--- config.mk ---
export PLATFORM = sky130hd
export DESIGN_NAME = addsub_unit
export DESIGN_NICKNAME = d
export VERILOG_FILES = /design/src/rtl/addsub_pkg.sv /design/src/rtl/addsub_operand_prep.sv /design/src/rtl/addsub_carry_net.sv /design/src/rtl/addsub_flag_gen.sv /design/src/rtl/addsub_unit.sv
export SDC_FILE = /design/constraint.sdc
export NUM_CORES = 1
export LEC_CHECK = 0
export BUFFER_PORTS_ARGS = -buffer_cell sky130_fd_sc_hd__buf_2
export CORE_UTILIZATION = 38
export DETAILED_ROUTE_END_ITERATION = 16
export GPL_TIMING_DRIVEN = 0
export PLACE_DENSITY_LB_ADDON = 0.12
export SLEW_MARGIN = 25
export SYNTH_ARGS = -nofsm -noshare
export SYNTH_HDL_FRONTEND = slang
export SYNTH_HIERARCHICAL = 1
export SYNTH_SLANG_ARGS = --single-unit
export TNS_END_PERCENT = 100
--- constraint.sdc ---
create_clock -name vclk -period 3.85
set_clock_uncertainty 0.1 [all_clocks]
set_input_delay 0.1925 -clock vclk [all_inputs]
set_output_delay 0.1925 -clock vclk [all_outputs]
set_load 0.1 [all_outputs]
--- src/rtl/addsub_pkg.sv ---
`timescale 1ns/1ps
package addsub_pkg;

    // Carry structure chosen for the internal adder.
    typedef enum logic {
        CARRY_RIPPLE = 1'b0,
        CARRY_PREFIX = 1'b1
    } carry_style_e;

endpackage

--- src/rtl/addsub_operand_prep.sv ---
`timescale 1ns/1ps
module addsub_operand_prep #(
    parameter int WIDTH = 32
) (
    input  logic [WIDTH-1:0] rhs_raw,
    input  logic             invert,
    output logic [WIDTH-1:0] rhs_eff
);

    // Conditional ones' complement; the +1 of negation enters as carry-in.
    assign rhs_eff = rhs_raw ^ {WIDTH{invert}};

    always_comb begin
        p_invert_rule_r2 : assert (invert ? (rhs_eff == ~rhs_raw) : (rhs_eff == rhs_raw))
            else $error("operand conditioning mismatch");
    end

endmodule

--- src/rtl/addsub_carry_net.sv ---
`timescale 1ns/1ps
module addsub_carry_net
    import addsub_pkg::*;
#(
    parameter int           WIDTH = 32,
    parameter carry_style_e STYLE = CARRY_PREFIX
) (
    input  logic [WIDTH-1:0] x,
    input  logic [WIDTH-1:0] y,
    input  logic             cin,
    output logic [WIDTH-1:0] sum,
    output logic             c_into_msb,
    output logic             c_out
);

    localparam int LVLS = $clog2(WIDTH);

    // carries[i] is the carry into bit i; carries[WIDTH] leaves the top bit.
    logic [WIDTH:0] carries;

    assign carries[0] = cin;

    generate
        if (STYLE == CARRY_RIPPLE) begin : g_ripple
            for (genvar i = 0; i < WIDTH; i++) begin : g_bit
                assign carries[i+1] = (x[i] & y[i]) | ((x[i] ^ y[i]) & carries[i]);
            end
        end else begin : g_prefix
            // Group generate/propagate per tree level; level 0 folds cin into bit 0.
            logic [WIDTH-1:0] grp_g [0:LVLS];
            logic [WIDTH-1:0] grp_p [0:LVLS];

            for (genvar i = 0; i < WIDTH; i++) begin : g_leaf
                if (i == 0) begin : g_lsb
                    assign grp_g[0][i] = (x[i] & y[i]) | ((x[i] ^ y[i]) & cin);
                end else begin : g_other
                    assign grp_g[0][i] = x[i] & y[i];
                end
                assign grp_p[0][i] = x[i] ^ y[i];
            end

            for (genvar k = 0; k < LVLS; k++) begin : g_level
                localparam int DIST = 1 << k;
                for (genvar i = 0; i < WIDTH; i++) begin : g_node
                    if (i >= DIST) begin : g_merge
                        assign grp_g[k+1][i] = grp_g[k][i] | (grp_p[k][i] & grp_g[k][i-DIST]);
                        assign grp_p[k+1][i] = grp_p[k][i] & grp_p[k][i-DIST];
                    end else begin : g_pass
                        assign grp_g[k+1][i] = grp_g[k][i];
                        assign grp_p[k+1][i] = grp_p[k][i];
                    end
                end
            end

            for (genvar i = 0; i < WIDTH; i++) begin : g_carry
                assign carries[i+1] = grp_g[LVLS][i];
            end
        end
    endgenerate

    assign sum        = x ^ y ^ carries[WIDTH-1:0];
    assign c_into_msb = carries[WIDTH-1];
    assign c_out      = carries[WIDTH];

    // The carry network must agree with plain binary addition.
    always_comb begin
        p_sum_exact_r1 : assert ({c_out, sum} ==
                                 ({1'b0, x} + {1'b0, y} + {{WIDTH{1'b0}}, cin}))
            else $error("carry network sum mismatch");
    end

endmodule

--- src/rtl/addsub_flag_gen.sv ---
`timescale 1ns/1ps
module addsub_flag_gen (
    input  logic x_msb,
    input  logic y_msb,
    input  logic sum_msb,
    input  logic c_into_msb,
    input  logic c_out,
    output logic ovf,
    output logic neg
);

    logic top_prop;

    assign top_prop = x_msb ^ y_msb;
    assign ovf      = c_out ^ c_into_msb;
    // Bit WIDTH of the one-bit sign-extended sum.
    assign neg      = top_prop ^ c_out;

    always_comb begin
        // Overflow only when like-signed operands give an other-signed result.
        p_ovf_sign_rule_r3 : assert (ovf == ((x_msb == y_msb) && (sum_msb != x_msb)))
            else $error("overflow flag disagrees with sign rule");
        if (x_msb != y_msb) begin
            p_no_overflow_r4 : assert (!ovf)
                else $error("overflow on opposite-signed operands");
        end
        if (ovf) begin
            p_neg_under_ovf_r5 : assert (neg == x_msb)
                else $error("true sign wrong under overflow");
        end
        p_neg_vs_msb_r7 : assert ((neg ^ sum_msb) == ovf)
            else $error("sign flag inconsistent with result msb");
    end

endmodule

--- src/rtl/addsub_unit.sv ---
`timescale 1ns/1ps
module addsub_unit
    import addsub_pkg::*;
#(
    parameter int           WIDTH       = 32,
    parameter carry_style_e CARRY_STYLE = CARRY_PREFIX
) (
    input  logic [WIDTH-1:0] lhs,
    input  logic [WIDTH-1:0] rhs,
    input  logic             do_sub,
    output logic [WIDTH-1:0] total,
    output logic             ovf_flag,
    output logic             neg_flag
);

    localparam int MSB = WIDTH - 1;

    logic [WIDTH-1:0] rhs_eff;
    logic [WIDTH-1:0] raw_sum;
    logic             c_top_in;
    logic             c_top_out;

    addsub_operand_prep #(.WIDTH(WIDTH)) u_prep (
        .rhs_raw (rhs),
        .invert  (do_sub),
        .rhs_eff (rhs_eff)
    );

    addsub_carry_net #(.WIDTH(WIDTH), .STYLE(CARRY_STYLE)) u_net (
        .x          (lhs),
        .y          (rhs_eff),
        .cin        (do_sub),
        .sum        (raw_sum),
        .c_into_msb (c_top_in),
        .c_out      (c_top_out)
    );

    addsub_flag_gen u_flags (
        .x_msb      (lhs[MSB]),
        .y_msb      (rhs_eff[MSB]),
        .sum_msb    (raw_sum[MSB]),
        .c_into_msb (c_top_in),
        .c_out      (c_top_out),
        .ovf        (ovf_flag),
        .neg        (neg_flag)
    );

    // Wrapped value passes through untouched, overflow or not.
    assign total = raw_sum;

    always_comb begin
        p_wrap_kept_r6 : assert (total == (do_sub ? (lhs - rhs) : (lhs + rhs)))
            else $error("result not equal to wrapped arithmetic");
    end

endmodule

-- After elaboration in Yosys (flattened, before gate mapping)
Cells that the tools add are included.
- register bits after elaboration: 0
- bits of input ports: 65
- word-level logic and storage cells: 427
- bitwise gates (word level): 427
- operators with widths (operator ; number):
    $and A1 B1 Y1 ; 260
    $or A1 B1 Y1 ; 130
    $xor A32 B32 Y32 ; 3
    $xor A1 B1 Y1 ; 34

-- Longest topological paths before layout
- word-level depth: 15
- mapped depth: 14
- mapped depth without buffers: 12

-- By module
Netlist, hierarchy kept.
- by module, submodules not included (module ; instances ; cells an instance ; area an instance (um2) ; seq. area each (um2)):
    addsub_carry_net ; 1 ; 256 ; 1888.1 ; 0.0
    addsub_operand_prep ; 1 ; 36 ; 351.6 ; 0.0
    addsub_flag_gen ; 1 ; 2 ; 32.5 ; 0.0

-- Least setup slack after synthesis
Ideal clock, no wire load.
- kind: input-to-output
- from: in do_sub
- to: out total[16]
- arrival: 5417 ps
- path slack: -1860 ps
- stages on the path: 13
- buffers on the path: 2
- cell sequence: buf_6 -> buf_12 -> xor2_1 -> inv_1 -> fa_1 -> fa_1 -> nor2b_1 -> o2111ai_1 -> a21oi_2 -> o21a_1 -> o21ai_2 -> nand2_1 -> o311ai_0
- word-level cells in the longest chain between the ends: 13
- elaborated cells between the ends (all ways): 78
- classes of those cells: bitwise (78)
- RTL lines (item ; line ; source):
    start, declared ; addsub_unit.sv:10 ; input logic do_sub,
    $xor A32 B32 Y32 * ; addsub_operand_prep.sv:11 ; assign rhs_eff = rhs_raw ^ {WIDTH{invert}};
    via rhs_eff[0] ; addsub_unit.sv:18 ; logic [WIDTH-1:0] rhs_eff;
    $xor A1 B1 Y1 ; addsub_carry_net.sv:35 ; assign grp_g[0][i] = (x[i] & y[i]) | ((x[i] ^ y[i]) & cin);
    $and A1 B1 Y1 ; addsub_carry_net.sv:35 ;
    $or A1 B1 Y1 * ; addsub_carry_net.sv:35 ;
    $and A1 B1 Y1 * ; addsub_carry_net.sv:46 ; assign grp_g[k+1][i] = grp_g[k][i] | (grp_p[k][i] & grp_g[k][i-DIST]);
    $or A1 B1 Y1 * ; addsub_carry_net.sv:46 ;
    $and A1 B1 Y1 * ; addsub_carry_net.sv:46 ;
    $or A1 B1 Y1 * ; addsub_carry_net.sv:46 ;
    $and A1 B1 Y1 * ; addsub_carry_net.sv:46 ;
    $or A1 B1 Y1 * ; addsub_carry_net.sv:46 ;
    $and A1 B1 Y1 * ; addsub_carry_net.sv:46 ;
    $or A1 B1 Y1 * ; addsub_carry_net.sv:46 ;
    $xor A32 B32 Y32 * ; addsub_carry_net.sv:61 ; assign sum = x ^ y ^ carries[WIDTH-1:0];
    end, declared ; addsub_unit.sv:11 ; output logic [WIDTH-1:0] total,
Mark *: on every way through the listed nets, which the timed path passes. The rest lies on a longest branch.

-- Worst setup path after layout
- from: in do_sub
- to: out neg_flag
- word-level cells in the longest chain between the ends: 15
- elaborated cells between the ends (all ways): 156
- classes of those cells: bitwise (156)
- RTL lines (item ; line ; source):
    $xor A32 B32 Y32 * ; addsub_operand_prep.sv:11 ;
    via rhs_eff[0] ; addsub_unit.sv:18 ;
    $xor A1 B1 Y1 ; addsub_carry_net.sv:35 ;
    $and A1 B1 Y1 ; addsub_carry_net.sv:35 ;
    $or A1 B1 Y1 * ; addsub_carry_net.sv:35 ;
    $and A1 B1 Y1 * ; addsub_carry_net.sv:46 ;
    $or A1 B1 Y1 * ; addsub_carry_net.sv:46 ;
    $and A1 B1 Y1 * ; addsub_carry_net.sv:46 ;
    $or A1 B1 Y1 * ; addsub_carry_net.sv:46 ;
    $and A1 B1 Y1 * ; addsub_carry_net.sv:46 ;
    $or A1 B1 Y1 * ; addsub_carry_net.sv:46 ;
    $and A1 B1 Y1 * ; addsub_carry_net.sv:46 ;
    $or A1 B1 Y1 * ; addsub_carry_net.sv:46 ;
    $and A1 B1 Y1 * ; addsub_carry_net.sv:46 ;
    $or A1 B1 Y1 * ; addsub_carry_net.sv:46 ;
    via c_top_out ; addsub_unit.sv:21 ; logic c_top_out;
    $xor A1 B1 Y1 * ; addsub_flag_gen.sv:17 ; assign neg = top_prop ^ c_out;
    end, declared ; addsub_unit.sv:13 ; output logic neg_flag
Marks and branches as above.

==> results.yml <==
power:
  power_uw: 1660
  power_density_nw_per_um2: 536
  p_leak_uw: 0.00158
  ir_drop_v: 0.000513
global_route:
  first_global_vias: 2219
  antenna_found_initial: 0
  grt_pass1_wl_um: 9380
  grt_max_degree: 11
  grt_usage: 0.174
  overflow: 0
synthesis:
  syn-mean-instance-area_um2: 7.73
  synth.distinct_cells: 55
  syn_inst: 294
  syn_area_um2: 2270
  synth_largest_area_cell: "ha_1"
  yosysWarnings: 6
  synth_area_leaders: "ha_1 17%, xor2_1 17%, a21oi_1 6.6%"
  synth.yosys.seq_area_share: 0
  synth_nets: 392
  synth_top_area_share: 0.171
critical_path:
  cp_num_buf_inv: 4
  critPathMaxFanout: 8
  crit_required_ns: 3.56
  critPathArrivalTime_ns: 3.40
  crit_path_cell_trace: "buf_2 -> buf_12 -> xor2_2 -> inv_1 -> fa_2 -> fa_2 -> nor2b_4 -> o2111ai_4 -> a21oi_2 -> o21ai_2 -> a21oi_4 -> a31oi_4 -> a221oi_4 -> xor3_4 -> buf_12"
  crit_type: "in2out"
  crit_family: "compound AO/OA/AOI/OAI gates"
  cp-start-kind: "input pin"
  cpMaxStageDelayCell: "xor3_4"
  critPathMaxStageDelay_ns: 0.56
  crit_path_end_kind: "output pin"
floorplan:
  dieArea_um2: 6290
  die_x_um: 79.3
  io_pins: 99
  initial_core_util: 0.403
  fp.dieH_um: 79.3
  rows: 27
  core_area_um2: 5640
min_path:
  hp-class: "in2out"
  whs_path_depth: 3
  hold_path_end: "neg_flag"
  worstHoldStart: "lhs[31]"
timing:
  setup-tns-final_ns: 0
  worstMarginPinSlew_ns: 0.497
  clock.fmax_mhz: 271
  finalHoldViolations: 0
  slew_headroom: 0.671
  whs_ns: 0.790
  setup_viol: 0
  drv_slew: 0
  finalCritPeriodShare: 0.960
  period_needed_ns: 3.70
place:
  gp_congestion: 0.829
  placed_area_um2: 2960
  dpl.hpwl_um: 4870
  portBuffers: 99
layout:
  seq_area_um2: 0
  num_antenna_cells: 0
  stdcell_area_um2: 3100
  layout_common_cells: "98 x buf_2, 38 x xor2_1, 31 x ha_1, 30 x a21oi_1"
  drive_gt1_frac: 0.372
  syn_to_final_growth_pct: 36.4
  nNetsFinal: 501
  nFlopsAndLatches: 0
  post-route-util: 0.549
  final_common_cell: "buf_2"
  n_clock_buffer: 0
drt:
  vias: 2499
  dr.first_iter.drc_count: 84
  ant_nets: 0
  wl_um: 5810
  wl_per_cell_um: 12.3
  first_pass_iters: 4
  drc: 0
  routed_via_density: 5.28
status:
  outcome: "complete, no violations"
flow_run:
  cap_violations: 0
clocking:
  ctsHoldBuffers: 0
[tightest hold or removal path, stage by stage]
cell,delay (ns)
buf_2,0.10
xor3_4,0.23
buf_12,0.17
[how the worst max path moves through the flow]
stage | start | endpoint | depth (start not counted)
floorplan | do_sub | total[16] | 13
global placement | do_sub | neg_flag | 16
detailed placement | do_sub | neg_flag | 16
CTS | do_sub | neg_flag | 17
global route | do_sub | neg_flag | 15
finish | do_sub | neg_flag | 15
[final cells by class]
type	instances	area (um2)
Timing Repair Buffer	108	581
Buffer	12	119
Inverter	13	48.8
Fill cell	578	2540
Tap cell	72	90.1
Multi-Input combinational cell	268	2260
[cells by family after synthesis]
logic type,synth area share
adders and majority gates,0.188
xor gates and xnor gates,0.238
buffers and inverters,0.0787
AOI/OAI and AO/OA,0.328
and+or+nand+nor,0.167
[metrics by stage]
step,cells,setup WS [ns]
finish,473,0.155
floorplan,294,-0.678
CTS,469,0.0118
global placement,465,-0.543
global route,473,-0.00137
detailed placement,465,-0.561
[synthesized netlist by cell type, drive strengths merged (2+ instances only)]
library cell and instances:
a211oi 2, a21o 19, a21oi 32, a221oi 5, a311o 2, a31oi 2
and2 3, and3 7, buf 8, clkbuf 5, fa 2, ha 31
inv 13, nand2 19, nand2b 4, nand3 9, nand4 4, nor2 12
nor2b 2, nor3 5, o2111ai 2, o211a 2, o211ai 5, o21a 6
o21ai 13, o21bai 3, o311ai 2, xnor2 15, xor2 44
[per-layer routing]
layer	global-route usage	routed length, um	part of all wire	vias up
li1	-	-	-	1296
met5	0	0	0	-
met1	0.240	2750	0.47	1138
met3	0.0103	257	0.044	2
met4	0.00364	12	0.0021	0
met2	0.313	2790	0.48	63
[power by group]
group	switching [uW]	internal, uW
clock	0	0
combinational	1260	404
sequential	0	0
total	1260	404
[what timing repair did]
item	CTS	global route
endpoints found under the hold margin	0	0
pin swaps	3	9
setup buffers	4	6
resized for setup	9	8
endpoints found under the setup margin	2	4
No activity file was read; power rests on OpenSTA's default activity.
